File: config.mk
export PLATFORM = sky130hd
export DESIGN_NAME = rf_banked
export DESIGN_NICKNAME = d
export VERILOG_FILES = /design/src/rtl/rf_banked_pkg.sv /design/src/rtl/rf_addr_resolve.sv /design/src/rtl/rf_lane_merge.sv /design/src/rtl/rf_read_extract.sv /design/src/rtl/rf_banked.sv
export SDC_FILE = /design/constraint.sdc
export NUM_CORES = 2
export LEC_CHECK = 0
export BUFFER_PORTS_ARGS = -buffer_cell sky130_fd_sc_hd__buf_4
export CORE_UTILIZATION = 55
export DETAILED_ROUTE_END_ITERATION = 10
export GPL_TIMING_DRIVEN = 0
export MAX_ROUTING_LAYER = met4
export PLACE_DENSITY = 0.81
export SETUP_SLACK_MARGIN = 0.15
export SLEW_MARGIN = 20
export SYNTH_ARGS = -nofsm -noshare
export SYNTH_HDL_FRONTEND = slang
export SYNTH_SLANG_ARGS = --single-unit
File: constraint.sdc
create_clock -name clk -period 4 [get_ports clk]
set_input_delay 0.4 -clock clk [delete_from_list [all_inputs] [get_ports clk]]
set_output_delay 0.4 -clock clk [all_outputs]
set_load 0.005 [all_outputs]
File: src/rtl/rf_banked_pkg.sv
package rf_banked_pkg;

   typedef enum logic [1:0] {
      SEL_CUR  = 2'd0,
      SEL_PREV = 2'd1,
      SEL_ABS  = 2'd2,
      SEL_FIX  = 2'd3
   } rf_sel_e;

   typedef enum logic [1:0] {
      SZ_BYTE  = 2'd0,
      SZ_HALF  = 2'd1,
      SZ_WORD  = 2'd2,
      SZ_WORDX = 2'd3
   } rf_size_e;

   typedef enum logic [1:0] {
      PTR_HOLD = 2'd0,
      PTR_LOAD = 2'd1,
      PTR_INC  = 2'd2,
      PTR_DEC  = 2'd3
   } rf_ptr_op_e;

endpackage

File: src/rtl/rf_addr_resolve.sv
module rf_addr_resolve
   import rf_banked_pkg::*;
#(
   parameter int NUM_BANKS     = 4,
   parameter int REGS_PER_BANK = 4,
   parameter int FIXED_REGS    = 4,
   parameter int BANK_W        = $clog2(NUM_BANKS),
   parameter int IDX_W         = $clog2(REGS_PER_BANK),
   parameter int FLAT_W        = $clog2(NUM_BANKS * REGS_PER_BANK + FIXED_REGS)
) (
   input  logic [1:0]        sel_i,
   input  logic [BANK_W-1:0] bank_i,
   input  logic [IDX_W-1:0]  idx_i,
   input  logic [BANK_W-1:0] ptr_i,
   output logic [FLAT_W-1:0] flat_o
);

   localparam int BANK_REGS = NUM_BANKS * REGS_PER_BANK;

   logic [BANK_W-1:0] prev_bank;
   logic [BANK_W-1:0] bank_sel;

   // bank count is a power of two, so the subtraction wraps by itself
   assign prev_bank = ptr_i - BANK_W'(1);

   always_comb begin
      case (rf_sel_e'(sel_i))
         SEL_CUR:  bank_sel = ptr_i;
         SEL_PREV: bank_sel = prev_bank;
         SEL_ABS:  bank_sel = bank_i;
         default:  bank_sel = ptr_i;
      endcase
   end

   always_comb begin
      if (rf_sel_e'(sel_i) == SEL_FIX)
         flat_o = FLAT_W'(BANK_REGS) + FLAT_W'(idx_i);
      else
         flat_o = FLAT_W'(bank_sel) * FLAT_W'(REGS_PER_BANK) + FLAT_W'(idx_i);
   end

endmodule

File: src/rtl/rf_lane_merge.sv
module rf_lane_merge
   import rf_banked_pkg::*;
#(
   parameter int DATA_W = 32,
   parameter int LANES  = DATA_W / 8,
   parameter int PART_W = $clog2(DATA_W / 8)
) (
   input  logic [DATA_W-1:0] old_i,
   input  logic [DATA_W-1:0] wdata_i,
   input  logic [1:0]        size_i,
   input  logic [PART_W-1:0] part_i,
   output logic [DATA_W-1:0] merged_o
);

   localparam int HALF_LANES = LANES / 2;

   for (genvar l = 0; l < LANES; l++) begin : g_lane
      logic       hit;
      logic [7:0] src;

      always_comb begin
         case (rf_size_e'(size_i))
            SZ_BYTE: begin
               hit = (part_i == PART_W'(l));
               src = wdata_i[7:0];
            end
            SZ_HALF: begin
               hit = (part_i[PART_W-1] == 1'(l / HALF_LANES));
               src = wdata_i[8*(l % HALF_LANES) +: 8];
            end
            default: begin
               hit = 1'b1;
               src = wdata_i[8*l +: 8];
            end
         endcase
      end

      assign merged_o[8*l +: 8] = hit ? src : old_i[8*l +: 8];
   end

endmodule

File: src/rtl/rf_read_extract.sv
module rf_read_extract
   import rf_banked_pkg::*;
#(
   parameter int DATA_W = 32,
   parameter int PART_W = $clog2(DATA_W / 8)
) (
   input  logic [DATA_W-1:0] reg_i,
   input  logic [1:0]        size_i,
   input  logic [PART_W-1:0] part_i,
   output logic [DATA_W-1:0] data_o
);

   localparam int HALF_W = DATA_W / 2;

   logic [7:0]        byte_v;
   logic [HALF_W-1:0] half_v;

   assign byte_v = reg_i[{part_i, 3'b000} +: 8];
   assign half_v = part_i[PART_W-1] ? reg_i[DATA_W-1:HALF_W] : reg_i[HALF_W-1:0];

   always_comb begin
      case (rf_size_e'(size_i))
         SZ_BYTE: data_o = {{(DATA_W-8){1'b0}}, byte_v};
         SZ_HALF: data_o = {{HALF_W{1'b0}}, half_v};
         default: data_o = reg_i;
      endcase
   end

endmodule

File: src/rtl/rf_banked.sv
module rf_banked
   import rf_banked_pkg::*;
#(
   parameter int NUM_BANKS     = 4,
   parameter int REGS_PER_BANK = 4,
   parameter int FIXED_REGS    = 4,
   parameter int DATA_W        = 32,
   parameter int SP_IDX        = FIXED_REGS - 1,
   parameter int BANK_W        = $clog2(NUM_BANKS),
   parameter int IDX_W         = $clog2(REGS_PER_BANK),
   parameter int PART_W        = $clog2(DATA_W / 8)
) (
   input  logic              clk,
   input  logic              rst_n,
   input  logic [1:0]        ptr_op_i,
   input  logic [BANK_W-1:0] ptr_val_i,
   input  logic [1:0]        rda_sel_i,
   input  logic [BANK_W-1:0] rda_bank_i,
   input  logic [IDX_W-1:0]  rda_idx_i,
   input  logic [1:0]        rda_size_i,
   input  logic [PART_W-1:0] rda_part_i,
   output logic [DATA_W-1:0] rda_data_o,
   input  logic [1:0]        rdb_sel_i,
   input  logic [BANK_W-1:0] rdb_bank_i,
   input  logic [IDX_W-1:0]  rdb_idx_i,
   input  logic [1:0]        rdb_size_i,
   input  logic [PART_W-1:0] rdb_part_i,
   output logic [DATA_W-1:0] rdb_data_o,
   input  logic              we_i,
   input  logic [1:0]        wr_sel_i,
   input  logic [BANK_W-1:0] wr_bank_i,
   input  logic [IDX_W-1:0]  wr_idx_i,
   input  logic [1:0]        wr_size_i,
   input  logic [PART_W-1:0] wr_part_i,
   input  logic [DATA_W-1:0] wr_data_i,
   output logic [BANK_W-1:0] bank_ptr_o,
   output logic [DATA_W-1:0] sp_o
);

   localparam int BANK_REGS = NUM_BANKS * REGS_PER_BANK;
   localparam int TOTAL     = BANK_REGS + FIXED_REGS;
   localparam int FLAT_W    = $clog2(TOTAL);

   // elaboration-time parameter checks
   if (NUM_BANKS < 2 || (NUM_BANKS & (NUM_BANKS - 1)) != 0) begin : g_chk_banks
      $error("NUM_BANKS must be a power of two of at least 2");
   end
   if (REGS_PER_BANK < 2 || (REGS_PER_BANK & (REGS_PER_BANK - 1)) != 0) begin : g_chk_regs
      $error("REGS_PER_BANK must be a power of two of at least 2");
   end
   if (FIXED_REGS != REGS_PER_BANK) begin : g_chk_fixed
      $error("FIXED_REGS must equal REGS_PER_BANK so one idx field serves both");
   end
   if (DATA_W < 16 || (DATA_W & (DATA_W - 1)) != 0) begin : g_chk_width
      $error("DATA_W must be a power of two of at least 16");
   end
   if (SP_IDX < 0 || SP_IDX >= FIXED_REGS) begin : g_chk_sp
      $error("SP_IDX must address a fixed register");
   end

   logic [DATA_W-1:0] rf_q [TOTAL];
   logic [BANK_W-1:0] ptr_q;
   logic [FLAT_W-1:0] a_flat, b_flat, w_flat;
   logic [DATA_W-1:0] w_merged;

   rf_addr_resolve #(
      .NUM_BANKS(NUM_BANKS), .REGS_PER_BANK(REGS_PER_BANK), .FIXED_REGS(FIXED_REGS),
      .BANK_W(BANK_W), .IDX_W(IDX_W), .FLAT_W(FLAT_W)
   ) u_res_a (
      .sel_i(rda_sel_i), .bank_i(rda_bank_i), .idx_i(rda_idx_i),
      .ptr_i(ptr_q), .flat_o(a_flat)
   );

   rf_addr_resolve #(
      .NUM_BANKS(NUM_BANKS), .REGS_PER_BANK(REGS_PER_BANK), .FIXED_REGS(FIXED_REGS),
      .BANK_W(BANK_W), .IDX_W(IDX_W), .FLAT_W(FLAT_W)
   ) u_res_b (
      .sel_i(rdb_sel_i), .bank_i(rdb_bank_i), .idx_i(rdb_idx_i),
      .ptr_i(ptr_q), .flat_o(b_flat)
   );

   rf_addr_resolve #(
      .NUM_BANKS(NUM_BANKS), .REGS_PER_BANK(REGS_PER_BANK), .FIXED_REGS(FIXED_REGS),
      .BANK_W(BANK_W), .IDX_W(IDX_W), .FLAT_W(FLAT_W)
   ) u_res_w (
      .sel_i(wr_sel_i), .bank_i(wr_bank_i), .idx_i(wr_idx_i),
      .ptr_i(ptr_q), .flat_o(w_flat)
   );

   rf_read_extract #(.DATA_W(DATA_W), .PART_W(PART_W)) u_ext_a (
      .reg_i(rf_q[a_flat]), .size_i(rda_size_i), .part_i(rda_part_i), .data_o(rda_data_o)
   );

   rf_read_extract #(.DATA_W(DATA_W), .PART_W(PART_W)) u_ext_b (
      .reg_i(rf_q[b_flat]), .size_i(rdb_size_i), .part_i(rdb_part_i), .data_o(rdb_data_o)
   );

   rf_lane_merge #(.DATA_W(DATA_W), .PART_W(PART_W)) u_merge (
      .old_i(rf_q[w_flat]), .wdata_i(wr_data_i), .size_i(wr_size_i),
      .part_i(wr_part_i), .merged_o(w_merged)
   );

   always_ff @(posedge clk) begin
      if (!rst_n) begin
         for (int i = 0; i < TOTAL; i++) rf_q[i] <= '0;
      end else if (we_i) begin
         rf_q[w_flat] <= w_merged;
      end
   end

   always_ff @(posedge clk) begin
      if (!rst_n) begin
         ptr_q <= '0;
      end else begin
         case (rf_ptr_op_e'(ptr_op_i))
            PTR_LOAD: ptr_q <= ptr_val_i;
            PTR_INC:  ptr_q <= ptr_q + BANK_W'(1);
            PTR_DEC:  ptr_q <= ptr_q - BANK_W'(1);
            default:  ptr_q <= ptr_q;
         endcase
      end
   end

   assign bank_ptr_o = ptr_q;
   assign sp_o       = rf_q[BANK_REGS + SP_IDX];

endmodule

After elaboration in Yosys (flattened, before gate mapping)
Memories as Yosys holds them, arrays and structs flattened. Index checks and enable logic that the tools add are counted.

Order comparisons: 0. Reductions and logical operators: 11. Bitwise operators: 1. $add $sub $neg: 8. Equal/unequal tests: 22. Divide/modulo/power cells: 0. Muxes and demuxes: 29. Shifts and indexed selects: 2. Multipliers: 0.

Operator list (number): one-hot mux 32 bit (2 select lines) (2); variable part select 32 x 6 -> 8 bit (2); two-way mux 8 bit (6); two-way mux 16 bit (2); two-way mux 32 bit (1); OR reduction 32 bit (1); equality test 2 bit, second input constant (10); two-way mux 5 bit (4); equality test 2 x 1 -> 1 bit, second input constant (8); one-hot mux 8 bit (2 select lines) (1); adder 4 x 2 -> 5 bit (3); adder 5 x 2 -> 5 bit, first input constant (3); one-hot mux 2 bit (2 select lines) (3); zero test 2 bit (4); one-hot mux 1 bit (2 select lines) (4); AND reduction 2 bit (4); one-hot mux 2 bit (3 select lines) (1); two-way mux 1 bit (4); two-way mux 4 bit (1); != test 1 bit, second input constant (4); nonzero test 3 bit (1); adder 2 x 1 -> 2 bit, second input constant (1); OR reduction 2 bit (1); subtractor 2 x 1 -> 2 bit, second input constant (1); inverter 1 bit (1).

Bits in writable memories: 640. Bits in read-only memories: 0. Memories: 1. Register bits: 2. Input bits: 69. Logic and storage cells: 75. Bits in latches: 0. Output and inout bits: 98.

Memory list: rf_q (words 20, width 32, rd ports 3, clocked after memory_dff 0, wr ports 20, RTL line rf_banked.sv:61) `logic [DATA_W-1:0] rf_q [TOTAL];`.

Longest topological paths before layout
An unclocked memory read counts as a cell.

Depth after elaboration: 7. Gate-level depth with buffers: 12. Mapped depth without buffers: 9.

Modules after synthesis
From an unflattened synthesis, not the netlist that was laid out.

Cells, all modules: 4995. Area, all modules: 62784.0 µm².

Modules (own cells, without submodules): rf_banked (cells an instance 4711, seq. area each 30789.5 µm², area an instance 60687.0 µm², times used 1); rf_lane_merge (cells an instance 96, seq. area each 0.0 µm², area an instance 765.7 µm², times used 1); rf_read_extract (u_ext_a) (cells an instance 68, seq. area each 0.0 µm², area an instance 506.7 µm², times used 1); rf_read_extract (u_ext_b) (cells an instance 72, seq. area each 0.0 µm², area an instance 479.2 µm², times used 1); rf_addr_resolve (cells an instance 16, seq. area each 0.0 µm², area an instance 115.1 µm², times used 3).

Worst setup path before layout
No wires, ideal clock.

Path kind: input to output. Start point: input port rdb_sel_i[0]. End point: output port rdb_data_o[0]. Path slack: 1.017 ns. Buffers on the path: 2. Data arrival time: 2.583 ns. Stages: 10. Data required time: 3.600 ns. Cell sequence: inv_1 ha_1 buf_2 o31ai_4 clkbuf_1 mux2i_1 o22ai_1 a21oi_1 o22ai_1 a221o_1.

Longest elaborated chain between the ends: 7. Elaborated cells on any way between the ends: 10. Classes of those cells: add/sub: 1; eq/ne: 3; shift: 1; mux: 4; memory: 1.

RTL lines: start, declared (RTL line rf_banked.sv:23) `input logic [1:0] rdb_sel_i,`; equality test 2 bit / equality test 2 x 1 -> 1 bit (equally long branches) (RTL line rf_addr_resolve.sv:27) `case (rf_sel_e'(sel_i))`; one-hot mux 2 bit (2 select lines) (RTL line rf_addr_resolve.sv:27); adder 4 x 2 -> 5 bit (RTL line rf_addr_resolve.sv:39) `flat_o = FLAT_W'(bank_sel) * FLAT_W'(REGS_PER_BANK) + FLAT_W'(idx_i);`; two-way mux 5 bit (*) (RTL line rf_addr_resolve.sv:36) `if (rf_sel_e'(sel_i) == SEL_FIX)`; memory read (20 x 32 bit) (*); variable part select 32 x 6 -> 8 bit / two-way mux 16 bit (equally long branches) (RTL line rf_read_extract.sv:18, rf_read_extract.sv:19); one-hot mux 32 bit (2 select lines) (*) (RTL line rf_read_extract.sv:22) `case (rf_size_e'(size_i))`; end, declared (RTL line rf_banked.sv:28) `output logic [DATA_W-1:0] rdb_data_o,`.

Every way passes the cells marked *; elsewhere a longest branch is shown, timed or not.

Final worst setup path
Start point: input port rda_idx_i[1]. End point: output port rda_data_o[2].

Longest elaborated chain between the ends: 5. Elaborated cells on any way between the ends: 7. Classes of those cells: add/sub: 2; shift: 1; mux: 3; memory: 1.

RTL lines: start, declared (RTL line rf_banked.sv:19) `input logic [IDX_W-1:0] rda_idx_i,`; adder 5 x 2 -> 5 bit / adder 4 x 2 -> 5 bit (equally long branches) (RTL line rf_addr_resolve.sv:37, rf_addr_resolve.sv:39); two-way mux 5 bit (*) (RTL line rf_addr_resolve.sv:36); memory read (20 x 32 bit) (*); variable part select 32 x 6 -> 8 bit / two-way mux 16 bit (equally long branches) (RTL line rf_read_extract.sv:18, rf_read_extract.sv:19); one-hot mux 32 bit (2 select lines) (*) (RTL line rf_read_extract.sv:22); end, declared (RTL line rf_banked.sv:22) `output logic [DATA_W-1:0] rda_data_o,`.

Marks and branches as above.

==> results.yml <==
clocking:
  insertion_delay_ps: 690
  clock_sinks: 642
  cts-root-buf: "clkbuf_16"
  h-tree-depth: 3
  cts_buffers: 69
  cts_buffer_depth: 3
  hold_buffers: 0
  clk_pin_slew_worst_paths_ps: 60
  cts_tree: "done"
timing:
  setup_viol_count_final: 12
  drv_slew: 0
  rsz0062_at_grt: "yes"
  clock_skew_ps: 29.50
  fin_crit_sh_pct: 102.1
  fin_crit_ps: 4085
  fin_hold_ws_ps: 34.45
  worst_slew_pin_slew_ps: 1463
  setup_slack_ps: -85.48
  final_hold_viol_count: 0
  fmax_mhz: 244.8
  maxSlewHeadroom_pct: 2.438
final_layout:
  register_area_um2: 19260
  layoutNonFillerInstCount: 3951
  fin_nets: 3117
  post-route-util_pct: 65.71
  final_common_cell: "edfxtp_1"
  multi_input_area_um2: 15810
  drive_gt1_share_pct: 27.69
  num-fill-cells: 4548
  final_cell_mix: "edfxtp_1, nor2_1, nand2_1"
  area_growth_pct: 17.67
  finalInstanceArea_um2: 41530
floorplanning:
  io-pin-count: 167
  fp.dieW_um: 255.3
  fp.dieH_um: 255.3
  initial_core_util_pct: 55.84
  die-area_um2: 65180
  coreArea_um2: 63200
  rows: 92
grt:
  grt_busiest_layer: "met2"
  grt_overflow: 0
  globalRouteTotalUtil_pct: 56.02
  grt_use_met1_pct: 63.02
  grt_antenna_before_repair: 9
  use_met2_pct: 73.97
  first_global_vias: 29290
  use_met3_pct: 31.44
  grt_pass1_wl_um: 237000
  grt_max_degree: 14
place:
  dp.cells: 3782
  dp_hpwl_um: 126100
  postPlaceCellArea_um2: 37670
  portBuffers: 160
  gp_congestion: 1.177
setup_path:
  critPathCaptureType: "output pin"
  crit_type: "in2out"
  cp-start-kind: "input pin"
  critPathRequiredTime_ps: 3600
  cp_max_fo: 10
  ff2ff_setup_slack_ps: 60
  timing.rr.start: "bank_ptr_o[0]"
  cp.arrival_ps: 3690
  rr_worst_depth: 9
  timing.rr.end: "rf_q[4][24]"
pwr:
  p_total_mw: 18.69
  power_density_nw_per_um2: 450.2
  leakage_nw: 15.77
  peakVddDrop_v: 0.0003239
worst_hold_path:
  holdPathStages: 3
  hold_start: "ptr_op_i[1]"
  min_path_type: "in2reg"
  whs_endpoint: "bank_ptr_o[1]"
yosys:
  synth_edf_count: 640
  synthCells: 2770
  synth.distinct_cells: 73
  async_flop_share_pct: 0
  synth.avg_cell_area_um2: 12.74
  yosysWarnings: 0
  synthesis.nets: 2849
  ys_seq_area_share_pct: 54.57
  synth_seq_cells: 642
  synth-main-ff-cell: "edfxtp_1"
  synthesis.area_um2: 35290
route:
  route.detailed.drc: 2
  drt_first_pass_iters: 11
  avgRoutedWirePerCell_um: 45.28
  drt-total-wl_um: 178900
  vias: 31230
  drtAntennaViolNets: 0
  vias_per_cell: 7.905
  drtIter0Drc: 7123
job:
  max-cap-violations: 0
outcome:
  violations: "DRC, setup timing"
  status: "complete, but fails checks"
## state kept, by name (all words and copies together) (netlist names)
name and cells:
rf_q 640, bank_ptr_o 2
## logic make-up after synthesis
| logic type | after synthesis | synth area share (%) |
|---|---|---|
| AO/OA/AOI/OAI | 273 | 5.173 |
| XOR/XNOR | 1 | 0.02482 |
| adder cells (fa/ha/maj) | 10 | 0.3545 |
| buffers and inverters | 263 | 3.120 |
| flip-flops | 642 | 54.57 |
| multiplexers | 410 | 22.18 |
| AND/OR/NAND/NOR | 1171 | 14.58 |
## cell usage after synthesis, types with 3 or more instances
library cell	n	area share, %
buf_4	8	0.17
o21ai_0	34	0.48
a32oi_1	5	0.12
and3_1	177	3.1
a221o_1	3	0.085
o211ai_1	5	0.11
nand2_1	306	3.3
nor2_1	552	5.9
a22oi_1	5	0.11
or2_2	5	0.089
nand3_1	29	0.41
nor2b_1	26	0.46
o31a_1	3	0.074
a21oi_1	65	0.92
o31ai_1	11	0.23
o2111ai_1	3	0.074
mux4_2	296	19
o32ai_1	7	0.17
o22a_1	3	0.074
nor3_1	14	0.20
o21bai_1	6	0.13
a211oi_1	13	0.28
o21a_1	3	0.064
ha_1	10	0.35
nand2b_1	12	0.21
edfxtp_1	640	54
mux2i_1	99	2.8
nand4_1	12	0.21
inv_1	12	0.13
nor4_1	3	0.053
o221ai_1	11	0.27
a31oi_1	26	0.46
buf_1	13	0.14
a2111oi_0	5	0.12
clkbuf_1	171	1.8
o22ai_1	42	0.74
buf_2	55	0.78
and2_1	20	0.35
or3_1	5	0.089
mux2_2	15	0.48
## power breakdown
group / switching (mW) / internal, mW
Combinational: 2.81 / 1.37
Sequential: 0.193 / 7.68
Clock: 2.95 / 3.69
Total: 5.95 / 12.7
## cell type report
| class | instances | area share, % |
|---|---|---|
| Antenna cell | 17 | 0.1024 |
| Buffer | 249 | 3.618 |
| Clock buffer | 81 | 4.317 |
| Clock inverter | 40 | 1.051 |
| Inverter | 14 | 0.1356 |
| Multi-Input combinational cell | 1865 | 38.07 |
| Sequential cell | 642 | 46.39 |
| Tap cell | 846 | 2.549 |
| Timing Repair Buffer | 197 | 3.772 |
## what timing repair did
item                                    4_1_cts  5_1_grt
gates cloned                                  0        1
pin swaps                                    13       17
setup buffers                                16       14
endpoints found under the setup margin      144      116
gates resized for setup                     217      100
## worst max path at each step
stage | startpoint | to | depth (start not counted)
5_1_grt | bank_ptr_o[0] | rdb_data_o[1] | 13
2_1_floorplan | rdb_sel_i[0] | rdb_data_o[0] | 10
3_3_place_gp | rdb_sel_i[0] | rdb_data_o[13] | 10
3_5_place_dp | rdb_sel_i[0] | rdb_data_o[13] | 12
4_1_cts | bank_ptr_o[0] | rda_data_o[4] | 9
6_report | rda_idx_i[1] | rda_data_o[2] | 10
## metrics by stage
stage / setup slack, ps / TNS (ps)
2_1_floorplan: 1017 / 0
3_3_place_gp: -1868 / -65470
3_5_place_dp: -1596 / -45600
4_1_cts: 112.1 / 0
5_1_grt: 30.09 / 0
6_report: -85.48 / -459.9
## metal layers
layer	share of wire (%)	up-vias
met3	20	1127
met5	0	-
met1	30	15030
li1	-	11160
met4	11	0
met2	40	3915
## worst max-delay path, stage by stage
cell and delay, ps:
buf_2 250, buf_2 400, clkdlybuf4s15_2 710, clkbuf_4 560
mux4_2 390, mux2i_1 290, a21oi_1 190, o21ai_0 170
nand3_1 120, buf_4 150
(Power assumes the default switching activity.)
